File: config.mk
export PLATFORM = sky130hd
export DESIGN_NAME = gsync_div_bank
export DESIGN_NICKNAME = d
export VERILOG_FILES = /design/src/rtl/gsync_div_pkg.sv /design/src/rtl/gsync_div_start.sv /design/src/rtl/gsync_div_hold.sv /design/src/rtl/gsync_div_counter.sv /design/src/rtl/gsync_div_bank.sv
export SDC_FILE = /design/constraint.sdc
export NUM_CORES = 1
export LEC_CHECK = 0
export BUFFER_PORTS_ARGS = -buffer_cell sky130_fd_sc_hd__buf_2
export CAP_MARGIN = 10
export CELL_PAD_IN_SITES_DETAIL_PLACEMENT = 0
export CELL_PAD_IN_SITES_GLOBAL_PLACEMENT = 1
export CORE_AREA = 10 10 47 49
export CTS_CLUSTER_DIAMETER = 150
export CTS_CLUSTER_SIZE = 40
export DETAILED_ROUTE_END_ITERATION = 6
export DIE_AREA = 0 0 57 59
export PLACE_DENSITY_LB_ADDON = 0.1
export RECOVER_POWER = 50
export SLEW_MARGIN = 10
export SYNTH_ARGS = -nofsm -noshare
export SYNTH_HDL_FRONTEND = slang
export SYNTH_SLANG_ARGS = --single-unit
File: constraint.sdc
create_clock -name clk -period 1.3 [get_ports clk]
set_input_delay 0.13 -clock clk [delete_from_list [all_inputs] [get_ports clk]]
set_output_delay 0.13 -clock clk [all_outputs]
set_load 0.02 [all_outputs]
File: src/rtl/gsync_div_pkg.sv
`timescale 1ns/1ps
package gsync_div_pkg;
  // number of divided outputs taken from the counter
  localparam int unsigned OUT_TAPS = 3;

  // gating state seen by the counter, both produced on the falling edge
  typedef struct packed {
    logic started;
    logic frozen;
  } gate_t;
endpackage

File: src/rtl/gsync_div_start.sv
`timescale 1ns/1ps
// Falling-edge start chain: reset release ripples through DEPTH stages
// before the counter is allowed to advance.
module gsync_div_start #(
  parameter int unsigned DEPTH = 2
) (
  input  logic clk,
  input  logic mr,
  output logic started
);
  logic [DEPTH-1:0] sh_q;
  logic [DEPTH-1:0] sh_d;

  generate
    if (DEPTH == 1) begin : g_single
      always_comb sh_d = 1'b1;
    end else begin : g_chain
      always_comb sh_d = {sh_q[DEPTH-2:0], 1'b1};
    end
  endgenerate

  always_ff @(negedge clk or posedge mr) begin
    if (mr) sh_q <= '0;
    else    sh_q <= sh_d;
  end

  assign started = sh_q[DEPTH-1];

  // once started, the chain stays started until the next reset
  AST_START_HOLD: assert property (@(negedge clk) disable iff (mr)
    started |=> started);

  generate
    if (DEPTH >= 2) begin : g_chain_chk
      AST_START_CHAIN: assert property (@(negedge clk) disable iff (mr)
        sh_q[DEPTH-1] |-> $past(sh_q[DEPTH-2]));
    end
  endgenerate
endmodule

File: src/rtl/gsync_div_hold.sv
`timescale 1ns/1ps
// Falling-edge capture of the freeze request.
module gsync_div_hold (
  input  logic clk,
  input  logic mr,
  input  logic en,
  output logic frozen
);
  logic frz_q;
  logic frz_d;

  always_comb frz_d = en;

  always_ff @(negedge clk or posedge mr) begin
    if (mr) frz_q <= 1'b0;
    else    frz_q <= frz_d;
  end

  assign frozen = frz_q;

  AST_HOLD_TRACK: assert property (@(negedge clk) disable iff (mr)
    $past(!mr) |-> (frozen == $past(en)));
endmodule

File: src/rtl/gsync_div_counter.sv
`timescale 1ns/1ps
// Rising-edge binary counter with an explicit advance enable.
module gsync_div_counter #(
  parameter int unsigned W = 3
) (
  input  logic         clk,
  input  logic         mr,
  input  logic         adv,
  output logic [W-1:0] cnt
);
  logic [W-1:0] cnt_q;
  logic [W-1:0] cnt_d;
  logic [W-1:0] carry;

  assign carry[0] = adv;

  generate
    for (genvar i = 0; i < W; i++) begin : g_bit
      assign cnt_d[i] = cnt_q[i] ^ carry[i];
      if (i < W - 1) begin : g_carry
        assign carry[i+1] = carry[i] & cnt_q[i];
      end
    end
  endgenerate

  always_ff @(posedge clk or posedge mr) begin
    if (mr)       cnt_q <= '0;
    else if (adv) cnt_q <= cnt_d;
  end

  assign cnt = cnt_q;

  AST_CNT_STEP: assert property (@(posedge clk) disable iff (mr)
    (cnt_q == $past(cnt_q)) || (cnt_q == W'($past(cnt_q) + 1'b1)));

  AST_CNT_IDLE: assert property (@(posedge clk) disable iff (mr)
    !adv |=> $stable(cnt_q));
endmodule

File: src/rtl/gsync_div_bank.sv
`timescale 1ns/1ps
module gsync_div_bank
  import gsync_div_pkg::*;
#(
  parameter int unsigned CNT_W       = OUT_TAPS,
  parameter int unsigned START_DEPTH = 2
) (
  input  logic clk,
  input  logic en,
  input  logic mr,
  output logic q_div2,
  output logic q_div4,
  output logic q_div8
);
  gate_t            gate;
  logic             adv;
  logic [CNT_W-1:0] cnt;

  gsync_div_start #(.DEPTH(START_DEPTH)) u_start (
    .clk     (clk),
    .mr      (mr),
    .started (gate.started)
  );

  gsync_div_hold u_hold (
    .clk    (clk),
    .mr     (mr),
    .en     (en),
    .frozen (gate.frozen)
  );

  // gate terms only change on the falling edge, so adv is steady
  // across every rising edge
  assign adv = gate.started & ~gate.frozen;

  gsync_div_counter #(.W(CNT_W)) u_cnt (
    .clk (clk),
    .mr  (mr),
    .adv (adv),
    .cnt (cnt)
  );

  assign q_div2 = cnt[0];
  assign q_div4 = cnt[1];
  assign q_div8 = cnt[2];

  AST_OUT_CLEAR: assert property (@(posedge clk)
    mr |-> ({q_div8, q_div4, q_div2} == 3'b000));
endmodule

# Yosys cells after proc, flatten, opt, wreduce, memory -nomap -nowiden
# Index checks and enable logic that the tools add are counted.
word_totals:
  ff_bits: 6
  input_bits: 3
  output_inout_bits: 3
  elab_cells: 10
classes:
  bitwise_logic: 7
op_table:
  columns: ["operator", "n"]
  rows:
  - ["bitwise AND 1 bit", 3]
  - ["bitwise XOR 1 bit", 3]
  - ["NOT 1 bit", 1]

# Longest topological paths before layout
# Gate-level depths: netlist of run 1.
logic_depth:
  word_depth: 5
  mapped_depth: 5
  depth_no_buf: 5

# By module
# A second synthesis of run 1 with hierarchy kept.
hier_totals:
  cells_unflattened: 17
  hier_area_um2: 239.0
modules_own_cells:
  columns: ["module", "area_per_inst_um2", "instances", "cells_per_inst", "seq_area_each_um2"]
  rows:
  - ["gsync_div_counter", 138.9, 1, 10, 75.1]
  - ["gsync_div_start", 57.6, 1, 4, 50.0]
  - ["gsync_div_hold", 28.8, 1, 2, 25.0]
  - ["gsync_div_bank", 13.8, 1, 1, 0.0]

==> results of run 1 <==
-- state kept, by name (all words and copies together), names as in the netlist --
| name | flops |
|---|---|
| u_cnt.cnt | 3 |
| u_hold.frozen | 1 |
| u_start.sh_q | 2 |
-- per-layer routing --
layer	wire length (um)	vias up	share of wire, %
met5	0	-	0
met4	22	0	5.0
met3	57	3	13
met2	205	6	47
met1	155	66	35
li1	-	69	-
-- cells in the mapped netlist, drive strengths merged --
cell type / instances / area (um2)
mux2: 2 / 30.0
nor2b: 1 / 13.8
dfrtp: 3 / 75.1
dfrtn: 3 / 75.1
nand3b: 1 / 7.51
inv: 1 / 3.75
ha: 2 / 25.0
xnor2: 1 / 8.76
conb: 1 / 3.75
-- area by class of cell --
cell class	count	area, um2	area share [%]
Inverter	1	3.75	1.05
Multi-Input combinational cell	8	114	31.9
Timing Repair Buffer	7	42.5	11.9
Tap cell	16	20.0	5.61
Sequential cell	6	150	42.1
Clock buffer	4	26.3	7.37
-- worst paths after layout --
check	to	slack (ns)	cells past startpoint
worst max-delay path	u_cnt.cnt[1]$_DFFE_PP0P_	-0.63	4
worst min register to register	u_start.sh_q[1]$_DFF_NP0_	0.29	0
min in group asynchronous	u_cnt.cnt[1]$_DFFE_PP0P_	0.33	3
max in group asynchronous	u_hold.frozen$_DFF_NP0_	0.20	3
worst min-delay path	u_start.sh_q[1]$_DFF_NP0_	0.29	0
worst max register to register	u_cnt.cnt[1]$_DFFE_PP0P_	-0.63	4
-- timing repair --
action	CTS	global route
gates resized for setup	0	0
pin swaps	1	0
hold endpoints to repair	3	0
endpoints found under the setup margin	3	3
hold buffers	1	0
-- cell families (layout without fill, tap and decap cells) --
kind of cell	count (synthesis)	count (layout)	share of synthesized area, %
DFF	6	6	61.9
xor gates and xnor gates	1	1	3.61
buffers and inverters	1	12	1.54
adders and majority gates	2	2	10.3
other	1	1	1.54
and+or+nand+nor	2	2	8.76
muxes	2	2	12.4
-- report_power, final --
| part | switching [mW] | internal, mW | total [mW] | leakage (nW) |
|---|---|---|---|---|
| registers | 0.0513 | 0.238 | 0.289 | 0.0718 |
| logic | 0.108 | 0.121 | 0.229 | 0.0804 |
| clock network | 0.0751 | 0.117 | 0.192 | 0.0150 |
| total | 0.235 | 0.475 | 0.709 | 0.167 |
-- metrics by stage --
stage | hold slack, ns | worst slack (ns) | util, % | area (um2)
after floorplan | -0.0791 | -0.622 | - | 268
after global placement | 0.0554 | -0.596 | 22.9 | 320
after detailed placement | 0.0633 | -0.623 | 22.9 | 320
after CTS | 0.288 | -0.646 | 25.4 | 357
after global routing | 0.297 | -0.677 | 25.4 | 357
final | 0.285 | -0.629 | 25.4 | 357
-- worst max-delay path: cells and delay by family (launching register included) --
family        cells  cell delay (ns)
simple gates      1             0.17
mux               1             0.25
flops             1             0.40
fa+ha+maj         2             0.33
==> results.md, run 1 <==
- Failing checks: negative setup slack
- Post-synthesis register bit count: 6
- Root Driver: clkbuf_4
- Met3 Track Usage GR: 3.22%
- FF-to-FF Start: u_start.sh_q[1]$_DFF_NP0_
- DR iter-0 viols: 0
- Port-buffer cells: 5
- Total number of H-tree levels: 1
- FILL cells: 164
- CP max stage delay: about 0.4 ns
- CP cell instances: nor2b_4 > ha_4 > ha_4 > mux2_4
- Most crowded layer after global routing: met2
- Crit start category: register
- Detail Route Antenna Nets: 0
- Die width: 57 um
- Final WL: 440 um
- Clock-pin slew on the worst setup and hold paths: 0.05 ns
- Synthesized area: 243 um2
- Slowest CP cell: dfrtn_1
- Skew-Pair Late Insertion Delay: 0.26 ns
- Leak Pwr: 0.167 nW
- GR Overflow Total: 0
- Commonest non-fill, non-tap cell in the layout: buf_2
- Dpl hpwl: 331 um
- Grt met1 use: 2.74%
- Fin. Hold Viols: 0
- Total Power: 709 uW
- Fin Clk Skew: around 0.018 ns
- Maximum VDD drop: 0.554 mV
- Crit-path max FO: 2
- Row count: 14
- Count of final setup violators: 3
- Fin. max-slew vios: 0
- I/O pin cnt: 6
- PwrDens: 1990 nW/um2
- Die height: a little under 60 um
- First-pass GRT wire length: 807 um
- Vias in the first global route: 180
- Worst Setup SP: u_start.sh_q[1]$_DFF_NP0_
- Post-Layout Cell Count: 42
- Largest net degree at the start of global routing: 7
- Antenna Cells: 0
- Post-CTS setup buffer count: 0
- Commonest cells after routing, fill and taps aside: buf_2 (5), clkbuf_4 (3), dfrtp_1 (3), dfrtn_1 (3)
- Syn Area/Cell: between 15 and 20 um2
- Yosys warnings: 0
- DRC violations left: 0
- Layout cell share with drive strength beyond 1: 53.8%
- First-pass DRT Iterations: 1
- RSZ-0062 raised after global routing: yes
- Mapped Cells: 15
- Vias per cell: 3.43
- Final nets: 32
- Die area: ~3400 um2
- TNS Setup: -1.66 ns
- CTS tree: built
- CTS Buf Count: 3
- Distinct cell type count after synthesis: 9
- Crit. End Element: register
- Inst Count DP: 37
- Required @ worst endpoint: about 1.4 ns
- Worst Min Path Start: u_start.sh_q[0]$_DFF_NP0_
- Cell mode on critical path: ha_4
- Final RePlAce weighted congestion: 0.618
- Total GRT Usage: 3.55%
- Initial Utilization: 17.3%
- CP Class: reg2reg
- Clock sink count: 6
- Status: finished with violations
- Area of the core: 1400 um2
- Vias: between 100 and 150
- Max Buffers Root-to-Sink: 2
- Initial antenna violation count: 0
- Maxcap violations: 0
- GR Util met2: 4.96%
- Register area share after synthesis: 61.9%
- Area growth, synth to finish: 46.9%
- Final Worst Setup Slack: -0.629 ns
- WL/cell: between 10 and 15 um
- Syn nets: 20
- Hold WC Path Type: reg2reg
- Worst path arrival time: 2.07 ns
No activity file was read; power rests on OpenSTA's default activity.
==> run 2: changes to the inputs <==
--- a/config.mk
+++ b/config.mk
@@ -7,14 +7,11 @@
 export LEC_CHECK = 0
 export BUFFER_PORTS_ARGS = -buffer_cell sky130_fd_sc_hd__buf_2
 export CAP_MARGIN = 10
-export CELL_PAD_IN_SITES_DETAIL_PLACEMENT = 0
-export CELL_PAD_IN_SITES_GLOBAL_PLACEMENT = 1
 export CORE_AREA = 10 10 47 49
 export CTS_CLUSTER_DIAMETER = 150
 export CTS_CLUSTER_SIZE = 40
 export DETAILED_ROUTE_END_ITERATION = 6
 export DIE_AREA = 0 0 57 59
-export PLACE_DENSITY_LB_ADDON = 0.1
 export RECOVER_POWER = 50
 export SLEW_MARGIN = 10
 export SYNTH_ARGS = -nofsm -noshare
==> run 2 against run 1 <==
Compared with the run above: the run still ends with negative setup slack left; clock skew rose by 0.0025 ns; critical path depth unchanged; critical endpoint unchanged; sequential share of layout area is 2.1 points lower; sequential power grew 2%.
==> results.md, run 2 (same netlist as run 1, synthesis figures left out) <==
- Crit. End Element: register (unchanged)
- Row count: 14 (unchanged)
- Die height: 59 um (unchanged)
- Worst R2R Setup Slack: -0.63 ns (about the same)
- Hold_ws: 0.291 ns (was 0.285 ns)
- Max Buffers Root-to-Sink: 2 (unchanged)
- CTS tree: built (unchanged)
- Antenna Cells: 0 (unchanged)
- Psw: 241 uW (was 235 uW)
- Worst Setup SP: u_start.sh_q[1]$_DFF_NP0_ (unchanged)
- Status: finished with violations (unchanged)
- Max reg flops: 3 (unchanged)
- Clock-pin slew on the worst setup and hold paths: 0.05 ns (about the same)
- CP Class: reg2reg (unchanged)
- Maximum VDD drop: 0.715 mV (was 0.554 mV)
- DRC violations left: 0 (unchanged)
- CTS Buf Count: 3 (unchanged)
- FF-to-FF path depth: 4 (unchanged)
- FF-to-FF Start: u_start.sh_q[1]$_DFF_NP0_ (unchanged)
- Cell mode on critical path: ha_4 (unchanged)
- Fin. Hold Viols: 0 (unchanged)
- Maxcap violations: 0 (unchanged)
- Power Internal: 480 uW (was 475 uW)
- Clock sink count: 6 (unchanged)
- Comb power frac: 32.9% (was 32.2%)
- Slowest CP cell: dfrtn_1 (unchanged)
- Total GRT Usage: 3.42% (was 3.55%)
- Failing checks: negative setup slack (unchanged)
- RSZ-0062 raised after global routing: yes (unchanged)
- Commonest non-fill, non-tap cell in the layout: buf_2 (unchanged)
- Sw Share: 33.4% (was 33.1%)
- GR Overflow Total: 0 (unchanged)
- Vias per cell: 3.61 (was 3.43)
- Hold WC Path Type: reg2reg (unchanged)
- Vias in the first global route: 204 (was 180)
- End of the critical path: u_cnt.cnt[1]$_DFFE_PP0P_ (unchanged)
- First-pass GRT wire length: 807 um (unchanged)
- Count of final setup violators: 3 (unchanged)
- Skew-Pair Late Insertion Delay: 0.26 ns (about the same)
- Initial antenna violation count: 0 (unchanged)
- Required @ worst endpoint: 1.43 ns (was 1.44 ns)
- Port-buffer cells: 5 (unchanged)
- Die width: 57 um (unchanged)
- Total number of H-tree levels: 1 (unchanged)
- Vias: 159 (was 144)
- CP max stage delay: 0.41 ns (was 0.40 ns)
- Largest net degree at the start of global routing: 7 (unchanged)
- Fin Clk Skew: 0.0204 ns (was 0.0179 ns)
- Dpl hpwl: 340 um (was 331 um)
- Initial Utilization: 17.3% (unchanged)
- Detail Route Antenna Nets: 0 (unchanged)
- Final WL: 479 um (was 440 um)
- Die area: 3360 um2 (unchanged)
- Final RePlAce weighted congestion: 0.512 (was 0.618)
- Crit start category: register (unchanged)
- Clock power share: 26.1% (was 27.0%)
- Commonest cells after routing, fill and taps aside: buf_2 (5), clkbuf_4 (3), dfrtp_1 (3), dfrtn_1 (3) (unchanged)
- First-pass DRT Iterations: 1 (unchanged)
- CP cell instances: nor2b_4 > ha_4 > ha_4 > mux2_4 (unchanged)
- Worst Path Buf+Inv: 0 (unchanged)
- Crit-path max FO: 2 (unchanged)
- Sequential Power Share: 40.9% (was 40.7%)
- CP top delay family: flip-flops (unchanged)
- Final nets: 34 (was 32)
- Worst path arrival time: 2.06 ns (was 2.07 ns)
- Leak Pwr: 0.178 nW (was 0.167 nW)
- Levels on crit path: 4 (unchanged)
- Final Worst Setup Slack: -0.625 ns (was -0.629 ns)
- WL/cell: 10.9 um (was 10.5 um)
- RR Endpoint: u_cnt.cnt[1]$_DFFE_PP0P_ (unchanged)
- Root Driver: clkbuf_4 (unchanged)
- Area of the core: 1400 um2 (unchanged)
- PwrDens: 1920 nW/um2 (was 1990 nW/um2)
- DR iter-0 viols: 0 (unchanged)
- Area growth, synth to finish: 54.6% (was 46.9%)
- Final Core Density: 26.8% (was 25.4%)
- Layout cell share with drive strength beyond 1: 57.1% (was 53.8%)
- I/O pin cnt: 6 (unchanged)
- Fin. max-slew vios: 0 (unchanged)
run 2: cell count changes in the layout (fill, tap and decap cells not counted), sizes merged:
| cell | change |
|---|---|
| buf | +2 |
run 2: worst min-delay path by stage:
stage	from	to	depth (start not counted)
4_1_cts	u_start.sh_q[0]$_DFF_NP0_	u_start.sh_q[1]$_DFF_NP0_	0
3_5_place_dp	mr	u_cnt.cnt[2]$_DFFE_PP0P_	2
3_3_place_gp	mr	u_cnt.cnt[2]$_DFFE_PP0P_	2
6_report	u_start.sh_q[0]$_DFF_NP0_	u_start.sh_q[1]$_DFF_NP0_	0
2_1_floorplan	mr	u_cnt.cnt[0]$_DFFE_PP0P_	1
5_1_grt	u_start.sh_q[0]$_DFF_NP0_	u_start.sh_q[1]$_DFF_NP0_	0
run 2: stage by stage:
stage	cells	power (mW)	instance area, um2	TNS (ns)	worst slack [ns]
after global routing	44	0.771	375	-1.77	-0.638
after global placement	37	0.512	320	-1.57	-0.598
after detailed placement	37	0.537	320	-1.63	-0.621
final	44	0.721	375	-1.69	-0.625
after floorplan	15	0.447	268	-1.63	-0.622
after CTS	43	0.739	368	-1.71	-0.629
run 2: final cells by class:
class / instances / area, um2
Clock buffer: 4 / 26.3
Sequential cell: 6 / 150
Multi-Input combinational cell: 8 / 114
Timing Repair Buffer: 9 / 61.3
Tap cell: 16 / 20.0
Inverter: 1 / 3.75
Fill cell: 149 / 1030
run 2: power by group through the flow:
stage	registers (mW)	logic (mW)	clock network, mW
6_report	0.295	0.238	0.189
5_1_grt	0.303	0.256	0.212
4_1_cts	0.297	0.243	0.198
3_5_place_dp	0.300	0.237	0
3_3_place_gp	0.290	0.223	0
2_1_floorplan	0.345	0.101	0
run 2: timing repair:
item                                   in CTS  in global routing
resized for setup                           1                  0
setup endpoints to repair                   3                  3
pin swaps                                   1                  1
endpoints found under the hold margin       3                  0
hold buffers                                1                  0
setup buffers                               2                  1
run 2: layer usage:
metal / share of wire [%] / vias to the layer above / track usage, %
met5: 0 / - / 0
met1: 39 / 75 / 2.63
met4: 0.84 / 0 / 3.02
met2: 47 / 10 / 4.81
met3: 12 / 2 / 3.65
li1: - / 72 / -
